### config.mk
export PLATFORM = sky130hd
export DESIGN_NAME = pkt_page_mgr
export DESIGN_NICKNAME = d
export VERILOG_FILES = /design/src/rtl/ppm_pkg.sv /design/src/rtl/page_alloc.sv /design/src/rtl/page_fifo.sv /design/src/rtl/pkt_page_mgr.sv
export SDC_FILE = /design/constraint.sdc
export NUM_CORES = 1
export LEC_CHECK = 0
export BUFFER_PORTS_ARGS = -buffer_cell sky130_fd_sc_hd__clkbuf_2
export CAP_MARGIN = 5
export CORE_AREA = 2 2 91 84
export CTS_BUF_LIST = sky130_fd_sc_hd__clkbuf_8
export DETAILED_ROUTE_END_ITERATION = 10
export DIE_AREA = 0 0 93 86
export GPL_ROUTABILITY_DRIVEN = 0
export PLACE_DENSITY = 0.78
export SYNTH_ARGS = -nofsm -noshare
export SYNTH_HDL_FRONTEND = slang
export SYNTH_SLANG_ARGS = --single-unit
### constraint.sdc
create_clock -name clk -period 2.8 [get_ports clk]
set_input_delay 0.28 -clock clk [delete_from_list [all_inputs] [get_ports clk]]
set_output_delay 0.28 -clock clk [all_outputs]
set_load 0.01 [all_outputs]
### src/rtl/ppm_pkg.sv
package ppm_pkg;

    localparam logic [7:0] ALLOC_FAIL = 8'h80;
    localparam logic [7:0] ACK_CLEARABLE = 8'hD6;

    localparam int ST_ALLOC   = 3;
    localparam int ST_TXEMPTY = 2;
    localparam int ST_TXDONE  = 1;
    localparam int ST_RCV     = 0;

    typedef enum logic [2:0] {
        CMD_NOP      = 3'd0,
        CMD_ALLOC    = 3'd1,
        CMD_RESET    = 3'd2,
        CMD_RXPOP    = 3'd3,
        CMD_RXPOPREL = 3'd4,
        CMD_RELEASE  = 3'd5,
        CMD_TXQUEUE  = 3'd6,
        CMD_TXRESET  = 3'd7
    } mmu_cmd_e;

    typedef enum logic [3:0] {
        RA_CMD   = 4'd0,
        RA_PNUM  = 4'd1,
        RA_ARES  = 4'd2,
        RA_DONE  = 4'd3,
        RA_RXHD  = 4'd4,
        RA_ISTAT = 4'd5,
        RA_IMASK = 4'd6,
        RA_CTRL  = 4'd7,
        RA_USED  = 4'd8,
        RA_SIZE  = 4'd9
    } reg_addr_e;

    typedef struct packed {
        logic auto_rel;
        logic tx_en;
    } ctrl_t;

    function automatic logic [7:0] queue_head_byte(input logic empty, input logic [7:0] head);
        return empty ? ALLOC_FAIL : head;
    endfunction

endpackage

### src/rtl/page_alloc.sv
module page_alloc #(
    parameter int NUM_PAGES = 4,
    localparam int IDX_W = $clog2(NUM_PAGES),
    localparam int CNT_W = $clog2(NUM_PAGES + 1)
) (
    input  logic                 clk,
    input  logic                 rst,
    input  logic                 alloc_en,
    input  logic                 clr_all,
    input  logic [NUM_PAGES-1:0] rel_mask,
    output logic                 free_any,
    output logic [IDX_W-1:0]     free_idx,
    output logic [CNT_W-1:0]     used_cnt
);

    logic [NUM_PAGES-1:0] used_map;
    logic [NUM_PAGES-1:0] take_mask;

    always_comb begin
        free_idx = '0;
        for (int i = NUM_PAGES - 1; i >= 0; i--) begin
            if (!used_map[i]) free_idx = IDX_W'(i);
        end
        free_any = ~&used_map;
        used_cnt = '0;
        for (int i = 0; i < NUM_PAGES; i++) begin
            used_cnt = used_cnt + CNT_W'(used_map[i]);
        end
        take_mask = '0;
        if (alloc_en && free_any) take_mask[free_idx] = 1'b1;
    end

    always_ff @(posedge clk) begin
        if (rst || clr_all) used_map <= '0;
        else                used_map <= (used_map & ~rel_mask) | take_mask;
    end

    AST_LOWEST_TAKEN: assert property (@(posedge clk) disable iff (rst)
        (alloc_en && free_any && !clr_all) |=> (used_cnt != '0))
        else $error("allocation left no page used");

endmodule

### src/rtl/page_fifo.sv
module page_fifo #(
    parameter int DEPTH = 4,
    parameter int W = 2,
    localparam int PW = (DEPTH > 1) ? $clog2(DEPTH) : 1,
    localparam int CW = $clog2(DEPTH + 1)
) (
    input  logic          clk,
    input  logic          rst,
    input  logic          clr,
    input  logic          push,
    input  logic [W-1:0]  din,
    input  logic          pop,
    output logic [W-1:0]  head,
    output logic [CW-1:0] cnt
);

    logic [W-1:0]  mem [DEPTH];
    logic [PW-1:0] rd_ptr, wr_ptr;
    logic          push_ok, pop_ok;

    assign push_ok = push && (cnt != CW'(DEPTH));
    assign pop_ok  = pop && (cnt != '0);
    assign head    = mem[rd_ptr];

    function automatic logic [PW-1:0] step(input logic [PW-1:0] p);
        return (p == PW'(DEPTH - 1)) ? '0 : p + 1'b1;
    endfunction

    always_ff @(posedge clk) begin
        if (rst || clr) begin
            rd_ptr <= '0;
            wr_ptr <= '0;
            cnt    <= '0;
        end else begin
            if (push_ok) begin
                mem[wr_ptr] <= din;
                wr_ptr      <= step(wr_ptr);
            end
            if (pop_ok) rd_ptr <= step(rd_ptr);
            cnt <= cnt + CW'(push_ok) - CW'(pop_ok);
        end
    end

    AST_PUSH_VISIBLE: assert property (@(posedge clk) disable iff (rst)
        (push && !clr && cnt == '0) |=> (cnt != '0))
        else $error("pushed entry not visible");

endmodule

### src/rtl/pkt_page_mgr.sv
module pkt_page_mgr #(
    parameter int NUM_PAGES = 4,
    localparam int IDX_W = $clog2(NUM_PAGES),
    localparam int CNT_W = $clog2(NUM_PAGES + 1)
) (
    input  logic             clk,
    input  logic             rst,
    input  logic             wr_en,
    input  logic [3:0]       wr_addr,
    input  logic [7:0]       wr_data,
    input  logic [3:0]       rd_addr,
    output logic [7:0]       rd_data,
    input  logic             rx_req,
    output logic             rx_grant,
    output logic [IDX_W-1:0] rx_page,
    output logic             irq
);
    import ppm_pkg::*;

    ctrl_t             ctrl_q;
    logic [IDX_W-1:0]  pnum_q;
    logic [7:0]        ares_q, stat_q, mask_q, stat_d, ares_d, istat_vis, lvl;
    mmu_cmd_e          cmd;
    logic              cmd_wr, ack_wr, clr_tx, clr_all, drain, retry_now, rx_take, alloc_en;
    logic              free_any;
    logic [IDX_W-1:0]  free_idx;
    logic [CNT_W-1:0]  used_cnt, txq_cnt, done_cnt, rx_cnt;
    logic [IDX_W-1:0]  txq_head, done_head, rx_head;
    logic              txq_empty, done_empty, rx_empty, rx_pop;
    logic [NUM_PAGES-1:0] rel_mask;

    assign cmd_wr   = wr_en && (wr_addr == RA_CMD);
    assign cmd      = mmu_cmd_e'(wr_data[7:5]);
    assign ack_wr   = wr_en && (wr_addr == RA_ISTAT);
    assign clr_all  = cmd_wr && (cmd == CMD_RESET);
    assign clr_tx   = cmd_wr && (cmd == CMD_RESET || cmd == CMD_TXRESET);
    assign rx_pop   = cmd_wr && (cmd == CMD_RXPOP || cmd == CMD_RXPOPREL);

    assign txq_empty  = (txq_cnt == '0);
    assign done_empty = (done_cnt == '0);
    assign rx_empty   = (rx_cnt == '0);

    assign drain     = ctrl_q.tx_en && !txq_empty && !clr_tx;
    assign retry_now = (ares_q == ALLOC_FAIL) && free_any && !wr_en;
    assign rx_grant  = !wr_en && free_any && (rx_cnt != CNT_W'(NUM_PAGES)) && !retry_now;
    assign rx_take   = rx_req && rx_grant;
    assign rx_page   = free_idx;
    assign alloc_en  = rx_take || retry_now || (cmd_wr && cmd == CMD_ALLOC);

    always_comb begin
        rel_mask = '0;
        if (cmd_wr && cmd == CMD_RELEASE) rel_mask[pnum_q] = 1'b1;
        if (cmd_wr && cmd == CMD_RXPOPREL && !rx_empty) rel_mask[rx_head] = 1'b1;
        if (drain && ctrl_q.auto_rel) rel_mask[txq_head] = 1'b1;
    end

    page_alloc #(.NUM_PAGES(NUM_PAGES)) u_alloc (
        .clk(clk), .rst(rst), .alloc_en(alloc_en), .clr_all(clr_all),
        .rel_mask(rel_mask), .free_any(free_any), .free_idx(free_idx), .used_cnt(used_cnt)
    );

    page_fifo #(.DEPTH(NUM_PAGES), .W(IDX_W)) u_txq (
        .clk(clk), .rst(rst), .clr(clr_tx),
        .push(cmd_wr && cmd == CMD_TXQUEUE), .din(pnum_q),
        .pop(drain), .head(txq_head), .cnt(txq_cnt)
    );

    page_fifo #(.DEPTH(NUM_PAGES), .W(IDX_W)) u_doneq (
        .clk(clk), .rst(rst), .clr(clr_tx),
        .push(drain && !ctrl_q.auto_rel), .din(txq_head),
        .pop(ack_wr && wr_data[ST_TXDONE]), .head(done_head), .cnt(done_cnt)
    );

    page_fifo #(.DEPTH(NUM_PAGES), .W(IDX_W)) u_rxq (
        .clk(clk), .rst(rst), .clr(clr_all),
        .push(rx_take), .din(free_idx),
        .pop(rx_pop), .head(rx_head), .cnt(rx_cnt)
    );

    always_comb begin
        lvl = '0;
        lvl[ST_TXEMPTY] = txq_empty;
        lvl[ST_TXDONE]  = !done_empty;
        istat_vis = stat_q | lvl;

        stat_d = istat_vis;
        if (cmd_wr && cmd == CMD_ALLOC) stat_d[ST_ALLOC] = 1'b0;
        if ((cmd_wr && cmd == CMD_ALLOC && free_any) || retry_now) stat_d[ST_ALLOC] = 1'b1;
        if (rx_take) stat_d[ST_RCV] = 1'b1;
        if (rx_pop)  stat_d[ST_RCV] = !rx_empty && (rx_cnt > CNT_W'(1));
        if (ack_wr)  stat_d = stat_d & ~(wr_data & ACK_CLEARABLE);

        ares_d = ares_q;
        if (clr_all) ares_d = '0;
        else if (cmd_wr && cmd == CMD_ALLOC) ares_d = free_any ? 8'(free_idx) : ALLOC_FAIL;
        else if (retry_now) ares_d = 8'(free_idx);
    end

    always_ff @(posedge clk) begin
        if (rst) begin
            stat_q <= 8'h04;
            ares_q <= '0;
            mask_q <= '0;
            pnum_q <= '0;
            ctrl_q <= '0;
        end else begin
            stat_q <= stat_d;
            ares_q <= ares_d;
            if (wr_en && wr_addr == RA_IMASK) mask_q <= wr_data;
            if (wr_en && wr_addr == RA_PNUM)  pnum_q <= wr_data[IDX_W-1:0];
            if (wr_en && wr_addr == RA_CTRL)  ctrl_q <= ctrl_t'(wr_data[1:0]);
        end
    end

    always_comb begin
        case (rd_addr)
            RA_PNUM:  rd_data = 8'(pnum_q);
            RA_ARES:  rd_data = ares_q;
            RA_DONE:  rd_data = queue_head_byte(done_empty, 8'(done_head));
            RA_RXHD:  rd_data = queue_head_byte(rx_empty, 8'(rx_head));
            RA_ISTAT: rd_data = istat_vis;
            RA_IMASK: rd_data = mask_q;
            RA_CTRL:  rd_data = 8'(ctrl_q);
            RA_USED:  rd_data = 8'(used_cnt);
            RA_SIZE:  rd_data = 8'(NUM_PAGES);
            default:  rd_data = 8'h00;
        endcase
    end

    assign irq = |(istat_vis & mask_q);

    AST_FULL_FAIL: assert property (@(posedge clk) disable iff (rst)
        (cmd_wr && cmd == CMD_ALLOC && !free_any) |=> (ares_q == ALLOC_FAIL && !stat_q[ST_ALLOC]))
        else $error("failed allocation not reported");

    AST_RETRY_FIRES: assert property (@(posedge clk) disable iff (rst)
        (ares_q == ALLOC_FAIL && free_any && !wr_en) |=> (ares_q != ALLOC_FAIL && stat_q[ST_ALLOC]))
        else $error("pending allocation not retried");

    AST_RX_CLAIM: assert property (@(posedge clk) disable iff (rst)
        rx_take |=> (!rx_empty && stat_q[ST_RCV]))
        else $error("receive claim not queued");

endmodule

==> metrics.yaml <==
run_status: "completed"
slew_violations: 0
netlist_area_um2: 4110
cts_inserted_buffers: 9
num_vias: 3217
worstMarginPinSlew_ps: 864
period_minus_slack_ps: 2590
crit_chain: "ha_1 -> inv_1 -> fa_1 -> nor3b_1 -> a311oi_1 -> a211o_1 -> o221ai_1 -> clkbuf_2"
n_antenna_cell: 0
power.switching_mw: 0.578
drive_gt1_share_pct: 15.0
placedCellCount: 516
dieArea_um2: 8000
io_buffers: 31
wl_per_cell_um: 16.8
post-place-ws_ps: 274
grt_util_all_layers_pct: 24.3
clkPwrFrac_pct: 39.1
fp.dieW_um: 93
antenna_left: 0
yosysWarnings: 0
grt_max_degree: 26
num_rows: 29
drt_first_pass_iters: 5
grt_pass1_vias: 3099
clockBufferDepth: 2
pwr-share-comb_pct: 8.2
skew_ps: 12.3
fmax_mhz: 386
clkLatencyLatePin_ps: 370
leakage_nw: 1.78
crit_path_end_kind: "output pin"
synth.area.top_cells: "dfxtp_1 (26%), edfxtp_1 (18%), ha_1 (7.0%)"
crit_fanout: 6
clk_pin_slew_ps: 90
rsz0062_at_grt: "no"
stdcell_count: 532
worstSetupPathType: "reg -> out"
finalHoldViolCount: 0
p_per_area_nw_per_um2: 492
mappedNetlistNets: 453
area_growth_syn_to_layout_pct: 10.2
clkSinkCount: 77
total_power_mw: 2.23
syn_avg_cell_area_um2: 10.1
internal_power_mw: 1.65
p_seq_share_pct: 52.7
critPathSlowestCell: "fa_1"
synth_flop_cell: "dfxtp_1"
tns_ps: 0
initial_core_util_pct: 59.0
synth_edf_count: 24
peakVddDrop_mv: 0.322
synth.top_cell.area_share_pct: 25.8
synth_cells: 406
synth-seq-cells: 77
synth_area_leader_cell: "dfxtp_1"
stdcell_area_um2: 4530
crit_arrival_ps: 2310
coreArea_um2: 6970
cp.required_ps: 2520
placed_cell_area_um2: 4330
cpPeakStageDelay_ps: 450
start_kind: "register"
fin_util_pct: 65.1
finalNetCount: 481
first_iter_violations: 199
maxSlewHeadroom_pct: 41.7
cts_max_level: 3
cts_tree: "built"
async_flop_share_pct: 0
maxCapViolations: 0
finalWirelength_mm: 8.95
hold_slack_ps: 94.9
period_share_pct: 92.5
grt.overflow.total: 0
place_hpwl_mm: 6.67
yosysSeqAreaShare_pct: 43.3
ys_types: 63
final.setup.worst_slack_ps: 210
drc: 0
grt_antenna_before_repair: 0
switching_share_pct: 25.9
finalSetupViolCount: 0
hold_path.class: "in -> reg"
grt_first_pass_wirelength_mm: 14.9
viasPerCell: 6.05
die_h_um: 86
clock-root-buffer: "clkbuf_8"
final_cell_mix: "dfxtp_1 (52), nor2_1 (39), clkbuf_2 (31)"
pin_count: 32
mostFrequentLayoutCell: "dfxtp_1"
## critical path: cells and delay by family, from the launching register on
| family | cells | cell delay, ps |
|---|---|---|
| fa+ha+maj | 2 | 730 |
| flops | 1 | 350 |
| simple gates | 1 | 200 |
| compound gates | 3 | 450 |
| buf+inv | 2 | 220 |
## path summary, 6_finish.rpt
| check | endpoint | slack (ps) | startpoint | depth (start not counted) |
|---|---|---|---|---|
| worst max-delay path | rd_data[0] | 210 | u_alloc.used_map[1] | 8 |
| worst min-delay path | stat_q[4] | 90 | wr_data[4] | 2 |
| worst max register to register | u_txq.cnt[2] | 370 | u_txq.cnt[1] | 9 |
| worst min register to register | stat_q[7] | 470 | stat_q[7] | 2 |
## cell usage after synthesis (9+ instances only)
master    number
nor3b_1       10
edfxtp_1      24
nand2_1       15
nand2b_1       9
nor3_1        13
mux2i_1       17
dfxtp_1       53
a21oi_1       18
inv_1         28
ha_1          23
nor2_1        39
and3_1        15
## layer usage
| layer | vias up | share of wire, % | wire, µm | global-route usage (%) |
|---|---|---|---|---|
| li1 | 1546 | - | - | - |
| met1 | 1560 | 45 | 4000 | 31.5 |
| met2 | 96 | 47 | 4210 | 39.3 |
| met3 | 15 | 6.7 | 601 | 7.47 |
| met4 | 0 | 1.6 | 142 | 7.62 |
| met5 | - | 0 | 0 | 0 |
## cell families (layout without fill, tap and decap cells)
group,after synthesis,count (layout),synth area share (%)
mux,25,25,7.97
fa+ha+maj,27,27,8.95
xor+xnor,7,7,1.49
flops,77,77,43.3
buf+inv,44,77,4.32
compound gates,70,70,12.0
simple gates,156,156,21.9
## power by group through the flow
stage	combinational [mW]	sequential [mW]	clock, mW
after floorplan	0.121	1.19	0
after global placement	0.177	1.20	0
after detailed placement	0.180	1.20	0
after CTS	0.181	1.17	0.887
after global routing	0.203	1.18	0.943
final	0.184	1.17	0.871
## what timing repair did
| item | CTS | global route |
|---|---|---|
| setup buffers | 0 | 0 |
| resized for setup | 0 | 1 |
| hold buffers | 0 | 0 |
| endpoints found under the hold margin | 0 | 0 |
| setup endpoints to repair | 0 | 1 |
## sequential cells by signal, summed over array words and instances (netlist names), 3 cells and up, named ones only
| name | count |
|---|---|
| ares_q | 3 |
| mask_q | 8 |
| stat_q | 7 |
| u_alloc.used_map | 4 |
| u_doneq.cnt | 3 |
| u_doneq.mem | 8 |
| u_rxq.cnt | 3 |
| u_rxq.mem | 8 |
| u_txq.cnt | 3 |
| u_txq.mem | 8 |
## area by class of cell
cell class / count / area [µm²]
repair buffers: 33 / 170
flip-flops and latches: 77 / 1780
multi-input cells: 285 / 2150
inverters: 28 / 105
clock buffers: 9 / 124
fillers: 566 / 2430
well taps: 93 / 116
clock inverters: 7 / 81.3
Note: power is estimated with default switching activity, not from simulation.
